`src/rtl/wdec_pkg.sv`:
```
package wdec_pkg;

   // Source slots of the address mux, in select-bit order.
   typedef enum logic [1:0] {
      SRC_SAMPLE = 2'd0,
      SRC_CPU    = 2'd1,
      SRC_SPR_RD = 2'd2,
      SRC_SPR_WR = 2'd3
   } src_slot_e;

   // Decode result of one cycle.
   typedef struct packed {
      logic win;     // register window live
      logic iso;     // status address hit, external bus cut off
      logic st;      // status read strobe
      logic p0;      // port 0 read strobe
      logic p1;      // port 1 read strobe
   } hit_t;

endpackage

```
`src/rtl/wdec_src_mux.sv`:
```
module wdec_src_mux #(
   parameter int N_SRC   = 4,
   parameter int ADDR_W  = 16,
   parameter int DEF_IDX = 1
) (
   input  logic [N_SRC-1:0][ADDR_W-1:0] src_addr,
   input  logic [N_SRC-1:0]             src_sel,
   output logic [ADDR_W-1:0]            sel_addr
);

   localparam int CNT_W = $clog2(N_SRC + 1);

   logic [N_SRC-1:0][ADDR_W-1:0] gated;
   logic [ADDR_W-1:0]            or_tree;
   logic [CNT_W-1:0]             n_set;

   // AND each source with its select line.
   for (genvar i = 0; i < N_SRC; i++) begin : g_gate
      assign gated[i] = src_addr[i] & {ADDR_W{src_sel[i]}};
   end

   always_comb begin
      or_tree = '0;
      n_set   = '0;
      for (int i = 0; i < N_SRC; i++) begin
         or_tree = or_tree | gated[i];
         n_set   = n_set + CNT_W'(src_sel[i]);
      end
   end

   // A select that is not one-hot falls back to the default owner.
   assign sel_addr = (n_set == CNT_W'(1)) ? or_tree : src_addr[DEF_IDX];

endmodule

```
`src/rtl/wdec_win_decode.sv`:
```
module wdec_win_decode
   import wdec_pkg::*;
#(
   parameter int              ADDR_W     = 16,
   parameter int              OFS_BITS   = 5,
   parameter logic [15:0]     WIN_BASE   = 16'h4000,
   parameter int              STATUS_OFS = 'h15,
   parameter int              PORT0_OFS  = 'h16,
   parameter int              PORT1_OFS  = 'h17
) (
   input  logic [ADDR_W-1:0] cpu_addr,
   input  logic [ADDR_W-1:0] bus_addr,
   input  logic              bus_rd,
   output hit_t              hit
);

   localparam logic [ADDR_W-1:0] BASE    = ADDR_W'(WIN_BASE);
   localparam logic [ADDR_W-1:0] OFS_MSK = ADDR_W'((1 << OFS_BITS) - 1);
   localparam logic [ADDR_W-1:0] DEC_MSK = BASE | OFS_MSK;
   localparam logic [ADDR_W-1:0] ST_KEY  = BASE | ADDR_W'(STATUS_OFS);
   localparam logic [ADDR_W-1:0] P0_KEY  = BASE | ADDR_W'(PORT0_OFS);
   localparam logic [ADDR_W-1:0] P1_KEY  = BASE | ADDR_W'(PORT1_OFS);

   logic              win;
   logic [ADDR_W-1:0] masked;
   logic              st_addr, p0_addr, p1_addr;

   // Window enable looks only at the processor's address.
   assign win     = (cpu_addr >> OFS_BITS) == (BASE >> OFS_BITS);
   // Register hit looks at whatever owns the bus.
   assign masked  = bus_addr & DEC_MSK;
   assign st_addr = masked == ST_KEY;
   assign p0_addr = masked == P0_KEY;
   assign p1_addr = masked == P1_KEY;

   always_comb begin
      hit.win = win;
      hit.iso = win & st_addr;
      hit.st  = win & st_addr & bus_rd;
      hit.p0  = win & p0_addr & bus_rd;
      hit.p1  = win & p1_addr & bus_rd;
   end

endmodule

```
`src/rtl/wdec_data_merge.sv`:
```
module wdec_data_merge
   import wdec_pkg::*;
#(
   parameter int DATA_W = 8
) (
   input  hit_t              hit,
   input  logic [DATA_W-1:0] ext_data,
   input  logic              ext_valid,
   input  logic [DATA_W-1:0] status_val,
   input  logic [DATA_W-1:0] port0_val,
   input  logic [DATA_W-1:0] port1_val,
   input  logic [DATA_W-1:0] open_bus,
   output logic [DATA_W-1:0] data,
   output logic              conflict
);

   logic [DATA_W-1:0] port_byte;
   logic              port_hit;

   assign port_hit  = hit.p0 | hit.p1;
   assign port_byte = hit.p0 ? port0_val : port1_val;

   always_comb begin
      conflict = 1'b0;
      if (hit.iso) begin
         data = status_val;
      end else if (port_hit) begin
         // Open-drain style collision: both drivers pull low.
         data     = ext_valid ? (port_byte & ext_data) : port_byte;
         conflict = ext_valid;
      end else begin
         data = ext_valid ? ext_data : open_bus;
      end
   end

endmodule

```
`src/rtl/dma_regwin_decoder.sv`:
```
module dma_regwin_decoder
   import wdec_pkg::*;
#(
   parameter int          N_SRC      = 4,
   parameter int          ADDR_W     = 16,
   parameter int          DATA_W     = 8,
   parameter int          CPU_IDX    = 1,
   parameter int          OFS_BITS   = 5,
   parameter logic [15:0] WIN_BASE   = 16'h4000,
   parameter int          STATUS_OFS = 'h15,
   parameter int          PORT0_OFS  = 'h16,
   parameter int          PORT1_OFS  = 'h17
) (
   input  logic                         clk,
   input  logic                         rst_n,
   input  logic [N_SRC-1:0][ADDR_W-1:0] src_addr,
   input  logic [N_SRC-1:0]             src_sel,
   input  logic                         bus_rd,
   input  logic [DATA_W-1:0]            ext_data,
   input  logic                         ext_valid,
   input  logic [DATA_W-1:0]            status_val,
   input  logic [DATA_W-1:0]            port0_val,
   input  logic [DATA_W-1:0]            port1_val,
   output logic [ADDR_W-1:0]            bus_addr,
   output logic                         win_open,
   output logic                         status_stb,
   output logic                         port0_stb,
   output logic                         port1_stb,
   output logic                         ext_iso,
   output logic [DATA_W-1:0]            rd_data,
   output logic                         bus_conflict
);

   localparam int OFS_SPAN = 1 << OFS_BITS;

   // Elaboration-time parameter checks.
   if (N_SRC < 2) begin : g_bad_nsrc
      $error("N_SRC must be at least 2");
   end
   if (CPU_IDX < 0 || CPU_IDX >= N_SRC) begin : g_bad_cpu
      $error("CPU_IDX out of range");
   end
   if (OFS_BITS < 2 || OFS_BITS >= ADDR_W) begin : g_bad_ofs
      $error("OFS_BITS out of range");
   end
   if ((int'(WIN_BASE) % OFS_SPAN) != 0) begin : g_bad_base
      $error("WIN_BASE must be aligned to the window span");
   end
   if (STATUS_OFS >= OFS_SPAN || PORT0_OFS >= OFS_SPAN || PORT1_OFS >= OFS_SPAN) begin : g_bad_key
      $error("register offsets must lie inside the window");
   end
   if (STATUS_OFS == PORT0_OFS || STATUS_OFS == PORT1_OFS || PORT0_OFS == PORT1_OFS) begin : g_dup_key
      $error("register offsets must differ");
   end

   logic [ADDR_W-1:0] sel_addr;
   hit_t              hit;
   logic [DATA_W-1:0] merged;
   logic              merged_conf;
   logic [DATA_W-1:0] open_bus_q;

   wdec_src_mux #(
      .N_SRC  (N_SRC),
      .ADDR_W (ADDR_W),
      .DEF_IDX(CPU_IDX)
   ) u_mux (
      .src_addr(src_addr),
      .src_sel (src_sel),
      .sel_addr(sel_addr)
   );

   wdec_win_decode #(
      .ADDR_W    (ADDR_W),
      .OFS_BITS  (OFS_BITS),
      .WIN_BASE  (WIN_BASE),
      .STATUS_OFS(STATUS_OFS),
      .PORT0_OFS (PORT0_OFS),
      .PORT1_OFS (PORT1_OFS)
   ) u_dec (
      .cpu_addr(src_addr[CPU_IDX]),
      .bus_addr(sel_addr),
      .bus_rd  (bus_rd),
      .hit     (hit)
   );

   wdec_data_merge #(
      .DATA_W(DATA_W)
   ) u_merge (
      .hit       (hit),
      .ext_data  (ext_data),
      .ext_valid (ext_valid),
      .status_val(status_val),
      .port0_val (port0_val),
      .port1_val (port1_val),
      .open_bus  (open_bus_q),
      .data      (merged),
      .conflict  (merged_conf)
   );

   always_ff @(posedge clk) begin
      if (!rst_n) begin
         bus_addr     <= '0;
         win_open     <= 1'b0;
         status_stb   <= 1'b0;
         port0_stb    <= 1'b0;
         port1_stb    <= 1'b0;
         ext_iso      <= 1'b0;
         rd_data      <= '0;
         bus_conflict <= 1'b0;
         open_bus_q   <= '0;
      end else begin
         bus_addr     <= sel_addr;
         win_open     <= hit.win;
         status_stb   <= hit.st;
         port0_stb    <= hit.p0;
         port1_stb    <= hit.p1;
         ext_iso      <= hit.iso;
         rd_data      <= merged;
         bus_conflict <= merged_conf;
         if (bus_rd) begin
            open_bus_q <= merged;
         end
      end
   end

endmodule

```
`config.mk`:
```
export PLATFORM = sky130hd
export DESIGN_NAME = dma_regwin_decoder
export DESIGN_NICKNAME = d
export VERILOG_FILES = /design/src/rtl/wdec_pkg.sv /design/src/rtl/wdec_src_mux.sv /design/src/rtl/wdec_win_decode.sv /design/src/rtl/wdec_data_merge.sv /design/src/rtl/dma_regwin_decoder.sv
export SDC_FILE = /design/constraint.sdc
export NUM_CORES = 1
export LEC_CHECK = 0
export BUFFER_PORTS_ARGS = -buffer_cell sky130_fd_sc_hd__buf_2
export CAP_MARGIN = 15
export CELL_PAD_IN_SITES_DETAIL_PLACEMENT = 1
export CELL_PAD_IN_SITES_GLOBAL_PLACEMENT = 1
export CORE_MARGIN = 5
export CORE_UTILIZATION = 30
export CTS_BUF_LIST = sky130_fd_sc_hd__clkbuf_8
export DETAILED_ROUTE_END_ITERATION = 10
export PLACE_DENSITY_LB_ADDON = 0.1
export SLEW_MARGIN = 15
export SYNTH_ARGS = -nofsm -noshare
export SYNTH_HDL_FRONTEND = slang
export SYNTH_SLANG_ARGS = --single-unit
```
`constraint.sdc`:
```
create_clock -name clk -period 3.6 [get_ports clk]
set_input_delay 0.18 -clock clk [delete_from_list [all_inputs] [get_ports clk]]
set_output_delay 0.18 -clock clk [all_outputs]
set_load 0.05 [all_outputs]
```
# ---- Word level (Yosys, flattened, before mapping)
# Cells that the tools add are included.
# Widths: inputs -> output; s select.
dict set report totals {
  ff_bits 38
  in_bits 104
  out_inout_bits 30
  word_cells 41
}
dict set report op_classes {
  addsub 3
  n_eq_ne 5
  n_mux 6
  bitwise_logic 17
  n_reduce_logical 1
}
# cell n
set ops {}
lappend ops {{$and 16x16->16} 4}
lappend ops {{$or 16x16->16} 3}
lappend ops {{$mux 8} 5}
lappend ops {{$eq 6x6->1 const B} 3}
lappend ops {{$mux 16} 1}
lappend ops {{$eq 11x10->1 const B} 1}
lappend ops {{$and 8x8->8} 1}
lappend ops {{$add 3x1->3} 2}
lappend ops {{$and 1x1->1} 6}
lappend ops {{$eq 3x1->1 const B} 1}
lappend ops {{$reduce_or 3->1} 1}
lappend ops {{$add 1x1->2} 1}
lappend ops {{$not 1->1} 2}
lappend ops {{$or 1x1->1} 1}

# ---- Logic depth before layout (Yosys ltp)
# Gate-level depths: netlist of run 1.
dict set report logic_depth {
  depth_word 13
  ltp_mapped 15
  mapped_depth_nobuf 12
}

# ---- Cells and area by module
# From an unflattened synthesis of run 1, not the netlist that was laid out.
dict set report hier_totals {
  hier_cells 198
  hier_area_um2 2015.7
}
# mod instances cells_per_inst area_each_um2 seq_area_each_um2
set modules_own_cells {}
lappend modules_own_cells {dma_regwin_decoder 1 89 1128.6 760.7}
lappend modules_own_cells {wdec_src_mux 1 52 440.4 0.0}
lappend modules_own_cells {wdec_data_merge 1 42 312.8 0.0}
lappend modules_own_cells {wdec_win_decode 1 15 133.9 0.0}

# ---- Least setup slack after synthesis of run 1
# OpenSTA, ideal clock, no wires.
dict set report synth_path {
  kind {input to register}
  start {input port src_sel[3]}
  end {register open_bus_q[6]}
  setup_ps 124
  arrival_ps 3145
  required_ps 3476
  path_slack_ps 331
  path_stages 14
  n_path_buf 4
  cell_sequence {clkbuf_1 -> clkbuf_1 -> inv_1 -> fa_1 -> inv_1 -> ha_1 -> or4_1 -> clkbuf_1 -> nand3_1 -> a22oi_1 -> a41o_2 -> buf_4 -> o31ai_1 -> a21oi_1}
}
dict set report synth_via {
  elab_chain_len 11
  elab_cells_between_ends 19
  classes_between {add/sub (1); eq/ne (4); mux (5); bitwise (9)}
}
# element line
set synth_lines {}
lappend synth_lines {{from (decl)} dma_regwin_decoder.sv:17} ;# input logic [N_SRC-1:0] src_sel,
lappend synth_lines {{$add 3x1->3 / $and 16x16->16 (equally long branches)} {wdec_src_mux.sv:27, wdec_src_mux.sv:19}}
lappend synth_lines {{$eq 3x1->1 / $or 16x16->16 (equally long branches)} {wdec_src_mux.sv:32, wdec_src_mux.sv:26}}
lappend synth_lines {{$mux 16 (*)} wdec_src_mux.sv:32} ;# assign sel_addr = (n_set == CNT_W'(1)) ? or_tree : src_addr[DEF_IDX];
lappend synth_lines {{$eq 6x6->1} wdec_win_decode.sv:33} ;# assign p0_addr = masked == P0_KEY;
lappend synth_lines {{$and 1x1->1 (2 in series)} wdec_win_decode.sv:40} ;# hit.p0 = win & p0_addr & bus_rd;
lappend synth_lines {{$mux 8} wdec_data_merge.sv:21} ;# assign port_byte = hit.p0 ? port0_val : port1_val;
lappend synth_lines {{$and 8x8->8} wdec_data_merge.sv:29} ;# data = ext_valid ? (port_byte & ext_data) : port_byte;
lappend synth_lines {{$mux 8} wdec_data_merge.sv:29}
lappend synth_lines {{$mux 8} wdec_data_merge.sv:27} ;# end else if (port_hit) begin
lappend synth_lines {{$mux 8 (*)} wdec_data_merge.sv:25} ;# if (hit.iso) begin
lappend synth_lines {{to (signal assigned)} dma_regwin_decoder.sv:121} ;# open_bus_q <= merged;
lappend synth_lines {{to (decl)} dma_regwin_decoder.sv:60} ;# logic [DATA_W-1:0] open_bus_q;
# Every way passes the cells marked *; elsewhere a longest branch is shown, timed or not.
# A chain may end at the register's enable or synchronous reset.

# ---- Final worst setup path of run 1
dict set report layout_path {
  start {input port src_sel[0]}
  end {register rd_data[4]}
}
dict set report layout_via {
  elab_chain_len 13
  elab_cells_between_ends 23
  classes_between {add/sub (3); eq/ne (4); mux (5); bitwise (11)}
}
# element line
set layout_lines {}
lappend layout_lines {{$add 1x1->2 / $and 16x16->16 (equally long branches)} {wdec_src_mux.sv:27, wdec_src_mux.sv:19}}
lappend layout_lines {{$add 3x1->3 / $or 16x16->16 (equally long branches) (2 in series)} {wdec_src_mux.sv:27, wdec_src_mux.sv:26}}
lappend layout_lines {{$eq 3x1->1 / $or 16x16->16 (equally long branches)} {wdec_src_mux.sv:32, wdec_src_mux.sv:26}}
lappend layout_lines {{$mux 16 (*)} wdec_src_mux.sv:32}
lappend layout_lines {{$eq 6x6->1} wdec_win_decode.sv:33}
lappend layout_lines {{$and 1x1->1 (2 in series)} wdec_win_decode.sv:40}
lappend layout_lines {{$mux 8} wdec_data_merge.sv:21}
lappend layout_lines {{$and 8x8->8} wdec_data_merge.sv:29}
lappend layout_lines {{$mux 8} wdec_data_merge.sv:29}
lappend layout_lines {{$mux 8} wdec_data_merge.sv:27}
lappend layout_lines {{$mux 8 (*)} wdec_data_merge.sv:25}
lappend layout_lines {{to (signal assigned)} dma_regwin_decoder.sv:118} ;# rd_data <= merged;
lappend layout_lines {{to (decl)} dma_regwin_decoder.sv:30} ;# output logic [DATA_W-1:0] rd_data,
# Marks and branches as above.

==> impl_metrics.csv, run 1 <==
group,metric,value,unit
floorplanning,die-width,94.2,microns
final_layout,final_common_cell,"buf_2",
final_layout,area_growth,39.4,%
route,first_iter_violations,102,
sta,rsz0062_at_grt,"no",
pwr,power_density,374,nW/um^2
sta,final_max_slew_viol_count,0,
synthesis,synth-simple-area-share,19.7,%
route,routedWlPerCell,15.5,microns
global_route,track_usage,17.0,%
critical_path,endpoint_kind,"register",
route,routed_wl,7410,microns
synthesis,synthXorXnorAreaFrac,0,%
route,vias,2386,
pwr,ir_drop,183,uV
critical_path,crit_slowest_cell,"or4_1",
floorplanning,core,6830,sq um
synthesis,postSynthAreaPerCell,8.33,sq um
critical_path,crit_path_max_fanout,27,
route,drtPass1Iterations,5,
route,drc,0,
pwr,seqPwrFrac,41.5,%
global_route,antenna_found_initial,0,
synthesis,synth_edf_count,0,
final_layout,diodes,0,
clock_tree,cts.clk_slew.worst_paths,80,ps
critical_path,path_class,"in2reg",
synthesis,synth-compound-area-share,31.8,%
place,placed_cells,470,
sta,slew_headroom,60.4,%
clock_tree,root_buffer,"clkbuf_8",
clock_tree,clockBufferDepth,2,
sta,hold_viol_final,0,
sta,skew,1.83,ps
clock_tree,ctsHoldBuffers,0,
sta,period_share,86.4,%
critical_path,crit_path_cell_trace,"buf_2, ha_1, inv_1, fa_1, inv_1, ha_1, or4_1, nand2_1, o2111ai_1, a221oi_4, buf_4, and2_1, o31ai_1, a21oi_1",
critical_path,cp-start-kind,"input port",
pwr,switching_share,33.7,%
synthesis,synth-seq-cells,38,
route,ant_nets,0,
global_route,grt_pass1_wl,11900,microns
pwr,power_switching,0.373,mW
critical_path,required,3820,ps
critical_path,crit_path_max_incr_delay,650,ps
sta,setup_viol,0,
critical_path,worst-endpoint-arrival,3330,ps
pwr,power.leakage,1.46,nW
final_layout,fin_nets,488,
synthesis,syn_inst,255,
pwr,clkPwrFrac,27.8,%
pwr,p_total,1.11,mW
clock_tree,cts_tree,"yes",
place,place_hpwl,5940,microns
synthesis,synth_top_family_by_area,"compound AO/OA/AOI/OAI gates",
run_status,outcome,"finished, final reports clean",
synthesis,syn_area,2120,sq um
synthesis,ys_async_sr_fraction,0,%
sta,period_needed,3110,ps
synthesis,ys.flop_type,"dfxtp_1",
floorplanning,row_count,30,
synthesis,synthMuxAreaShare,4.24,%
floorplanning,die_area,8870,sq um
hold_path,hold_path.class,"in2reg",
floorplanning,start_util,31.1,%
clock_tree,cts_buffers,5,
pwr,internal_power,0.734,mW
final_layout,drive_gt1_share,41.6,%
clock_tree,insertion_delay,290,ps
pwr,combPwrFrac,30.7,%
global_route,grt_pass1_vias,2409,
sta,fmax,321,MHz
floorplanning,io_pins,134,
synthesis,ys_types,38,
floorplanning,die_y,94.2,microns
clock_tree,cts_setup_buffers,0,
clock_tree,post_cts_resized,0,
flow_run,maxCapViolCount,0,
synthesis,ys_seq_area_share,35.8,%
synthesis,synthAdderAreaFrac,2.12,%
synthesis,yosysWarningCount,0,
synthesis,syn-num-nets,362,
sta,timing.setup.tns,0,ps
route,avgViaCountPerCell,4.99,
sta,worstMarginPinSlew,594,ps
clock_tree,clock-sinks,38,
global_route,overflow,0,
final_layout,layout_common_cells,"133 x buf_2, 38 x dfxtp_1, 34 x and2_1",
final_layout,fin_cells,478,
place,gp_congestion,0.708,
clock_tree,htree_levels,2,
place,io_buffers,133,
global_route,grt_max_degree,38,
## cell type report
class,count,area (sq um)
Tap cell,96,120
Clock inverter,2,12.5
Inverter,12,45.0
Timing Repair Buffer,139,711
Fill cell,916,3870
Clock buffer,6,82.6
Sequential cell,38,761
Multi-Input combinational cell,185,1230
## cells by family (layout without fill, tap and decap cells)
kind of cell | count (synthesis) | in the layout
AOI/OAI and AO/OA | 97 | 97
DFF | 38 | 38
and+or+nand+nor | 77 | 77
adders and majority gates | 3 | 3
muxes | 8 | 8
buffers and inverters | 32 | 159
## per-stage QoR
step | hold WS (ps) | utilization [%] | setup WS, ps | cell area, sq um
floorplan | 332 | - | 331 | 2120
detailed placement | 465 | 42.0 | 170 | 2870
global placement | 459 | 42.0 | 274 | 2870
CTS | 152 | 43.4 | 496 | 2960
global route | 163 | 43.4 | 268 | 2960
finish | 162 | 43.4 | 488 | 2960
## critical path, delay by kind of cell
| kind | cells | cell delay (ps) |
|---|---|---|
| simple gates | 3 | 1000 |
| fa+ha+maj | 3 | 880 |
| compound gates | 4 | 640 |
| buf+inv | 4 | 610 |
## cells in the mapped netlist, types with 2 or more instances
master | n | share of area [%]
and3_1 | 3 | 0.88
a21oi_1 | 26 | 6.1
o31ai_1 | 16 | 5.7
o21a_1 | 8 | 2.8
buf_2 | 2 | 0.47
dfxtp_1 | 38 | 36
nor2_1 | 2 | 0.35
mux2_2 | 8 | 4.2
inv_1 | 12 | 2.1
clkbuf_1 | 16 | 2.8
and2_1 | 34 | 10
nand3_1 | 2 | 0.47
o21ai_0 | 15 | 3.5
a222oi_1 | 16 | 7.5
nand2_1 | 26 | 4.6
ha_1 | 2 | 1.2
o21ai_1 | 8 | 1.9
## final timing paths
kind / startpoint / endpoint / slack (ps) / cells past startpoint
worst max-delay path: src_sel[0] / rd_data[4]$_SDFF_PN0_ / 490 / 14
worst min-delay path: status_val[3] / rd_data[3]$_SDFF_PN0_ / 160 / 3
worst max register to register: open_bus_q[6]$_SDFFE_PN0P_ / open_bus_q[6]$_SDFFE_PN0P_ / 2810 / 2
worst min register to register: open_bus_q[4]$_SDFFE_PN0P_ / open_bus_q[4]$_SDFFE_PN0P_ / 580 / 2
## per-layer routing
layer	track usage, %	up-vias	share of wire [%]
met5	0	-	0
met4	3.85	0	0.88
met3	4.01	6	6.3
met2	29.5	70	50
met1	21.2	1126	43
li1	-	1184	-
## sequential cells by signal (all words and copies together), names as in the netlist
signal and flops:
bus_addr 16, bus_conflict 1, ext_iso 1, open_bus_q 8, port0_stb 1, port1_stb 1
rd_data 8, status_stb 1, win_open 1
## power by group through the flow
stage                     combinational, mW  clock [mW]  sequential (mW)
after floorplan                       0.134           0            0.556
after global placement                0.339           0            0.469
after detailed placement              0.344           0            0.470
after CTS                             0.344       0.321            0.460
after global routing                  0.373       0.343            0.463
final                                 0.340       0.307            0.460
Note: power is estimated with default switching activity, not from simulation.
==> run 2, diff against run 1 <==
--- a/config.mk
+++ b/config.mk
@@ -7,13 +7,11 @@
 export LEC_CHECK = 0
 export BUFFER_PORTS_ARGS = -buffer_cell sky130_fd_sc_hd__buf_2
 export CAP_MARGIN = 15
-export CELL_PAD_IN_SITES_DETAIL_PLACEMENT = 1
-export CELL_PAD_IN_SITES_GLOBAL_PLACEMENT = 1
 export CORE_MARGIN = 5
-export CORE_UTILIZATION = 30
+export CORE_UTILIZATION = 44
 export CTS_BUF_LIST = sky130_fd_sc_hd__clkbuf_8
 export DETAILED_ROUTE_END_ITERATION = 10
-export PLACE_DENSITY_LB_ADDON = 0.1
+export PLACE_DENSITY = 0.82
 export SLEW_MARGIN = 15
 export SYNTH_ARGS = -nofsm -noshare
 export SYNTH_HDL_FRONTEND = slang
==> run 2 against run 1 <==
Effect of this change: sequential cell count stayed put; total power up 10%; final cell count is 9.4% lower; cell area is 1.1% lower; global-route usage up 3.4 points; non-clock buffer count down 3; setup slack worse by 120 ps; register-to-register slack got worse by 50 ps; routed wire length decreased by 13%; count of clock-buffer cells in the layout is 1 lower; critical path type unchanged; largest power group unchanged.
==> impl_metrics.csv, run 2 (same netlist as run 1, synthesis figures left out) <==
group,metric,value,unit
global_route,grt_pass1_vias,2220,
clock_tree,cts_setup_buffers,0,
floorplanning,die_area,6320,sq um
pwr,power_density,418,nW/um^2
sta,hold_viol_final,0,
route,routed_wl,6470,microns
final_layout,largest_register,"bus_addr",
floorplanning,io_pins,134,
clock_tree,root_buffer,"clkbuf_8",
critical_path,path_class,"in2reg",
critical_path,cp-start-kind,"input port",
route,first_iter_violations,182,
final_layout,utilization,62.4,%
critical_path,timing.rr.end,"rd_data[4]$_SDFF_PN0_",
pwr,ir_drop,351,uV
sta,period_needed,3240,ps
critical_path,crit_path_max_fanout,27,
flow_run,maxCapViolCount,0,
clock_tree,clockBufferDepth,2,
final_layout,largest_reg_flops,16,
critical_path,r2r_cells,2,
clock_tree,clock-sinks,38,
final_layout,fillers,426,
sta,skew,3.53,ps
floorplanning,start_util,45.3,%
final_layout,fin_nets,485,
clock_tree,htree_levels,2,
final_layout,drive_gt1_share,41.2,%
clock_tree,post_cts_resized,0,
hold_path,hold_path.class,"in2reg",
critical_path,crit_end,"open_bus_q[5]$_SDFFE_PN0P_",
final_layout,layout_common_cells,"133 x buf_2, 38 x dfxtp_1, 34 x and2_1",
sta,setup_viol,0,
global_route,grt_pass1_wl,10300,microns
final_layout,diodes,0,
final_layout,area_growth,37.9,%
pwr,power.leakage,1.46,nW
global_route,antenna_found_initial,0,
floorplanning,die-width,79.5,microns
final_layout,largestRegisters,"bus_addr (16), open_bus_q (8), rd_data (8)",
global_route,track_usage,20.4,%
place,place_hpwl,4970,microns
floorplanning,row_count,25,
global_route,overflow,0,
floorplanning,core,4690,sq um
critical_path,required,3810,ps
place,io_buffers,133,
sta,slew_headroom,61.4,%
sta,timing.setup.tns,0,ps
critical_path,worstSetupStartpoint,"src_sel[0]",
run_status,outcome,"finished, final reports clean",
route,drtPass1Iterations,8,
route,vias,2337,
sta,worstMarginPinSlew,580,ps
place,gp_congestion,0.890,
clock_tree,cts.clk_slew.worst_paths,80,ps
route,avgViaCountPerCell,5.40,
clock_tree,cts_buffers,5,
floorplanning,die_y,79.5,microns
final_layout,final_common_cell,"buf_2",
sta,period_share,89.9,%
route,routedWlPerCell,14.9,microns
sta,fmax,309,MHz
critical_path,endpoint_kind,"register",
sta,final_max_slew_viol_count,0,
route,drc,0,
clock_tree,insertion_delay,280,ps
sta,rsz0062_at_grt,"no",
critical_path,worst-endpoint-arrival,3440,ps
clock_tree,ctsHoldBuffers,0,
global_route,grt_max_degree,38,
critical_path,rrSetupSlack,2760,ps
route,ant_nets,0,
critical_path,r2r_start,"open_bus_q[4]$_SDFFE_PN0P_",
clock_tree,cts_tree,"yes",
[run 2: cell types whose count changed in the layout (fill, tap and decap cells not counted), sizes merged]
cell      change
clkinvlp      -1
bufinv        +2
clkbuf        -1
buf           -3
[run 2: final cells by class]
class                   count  area [sq um]  share of cell area (%)
repair buffers            136           688                    23.5
inverters                  12          45.0                    1.54
multi-input cells         185          1230                    42.0
clock inverters             3          68.8                    2.35
clock buffers               5          68.8                    2.35
well taps                  54          67.6                    2.31
flip-flops and latches     38           761                    26.0
[run 2: worst max-delay path: stages]
cell and delay (ps):
buf_2 200, ha_1 310, inv_1 50, fa_1 350, inv_1 70, ha_1 240, or3_1 600, o2bb2ai_1 270
o2111ai_1 200, a221oi_4 220, buf_4 300, nand2_1 120, and2_1 170, a21oi_1 160
[run 2: stage by stage]
step                      hold slack (ps)  instances  power (mW)  cell area [sq um]  worst slack, ps
after global routing                  171        433        1.28               2930             92.6
after floorplan                       332        255       0.690               2120              331
after detailed placement              464        425       0.800               2790              130
after global placement                457        425       0.794               2790              213
final                                 167        433        1.22               2930              365
after CTS                             164        433        1.23               2930              386
[run 2: power breakdown]
group | switching [mW] | internal [mW] | leakage (nW)
clock network | 0.154 | 0.278 | 0.0683
logic | 0.204 | 0.126 | 1.08
registers | 0.0103 | 0.450 | 0.314
[run 2: how the worst min path moves through the flow]
stage | startpoint | end | slack [ps] | cells after the start
floorplan | status_val[6] | rd_data[6]$_SDFF_PN0_ | 330 | 2
global placement | status_val[7] | rd_data[7]$_SDFF_PN0_ | 460 | 3
detailed placement | status_val[3] | rd_data[3]$_SDFF_PN0_ | 460 | 3
CTS | status_val[3] | rd_data[3]$_SDFF_PN0_ | 160 | 3
global route | status_val[2] | rd_data[2]$_SDFF_PN0_ | 170 | 3
finish | status_val[2] | rd_data[2]$_SDFF_PN0_ | 170 | 3
[run 2: metal layers]
| layer | share of wire [%] | GRT usage [%] | vias to the layer above | wire, microns |
|---|---|---|---|---|
| li1 | - | - | 1182 | - |
| met1 | 43 | 26.7 | 1074 | 2790 |
| met2 | 50 | 34.7 | 77 | 3250 |
| met3 | 5.8 | 3.27 | 4 | 372 |
| met4 | 0.91 | 4.98 | 0 | 59 |
| met5 | 0 | 0 | - | 0 |
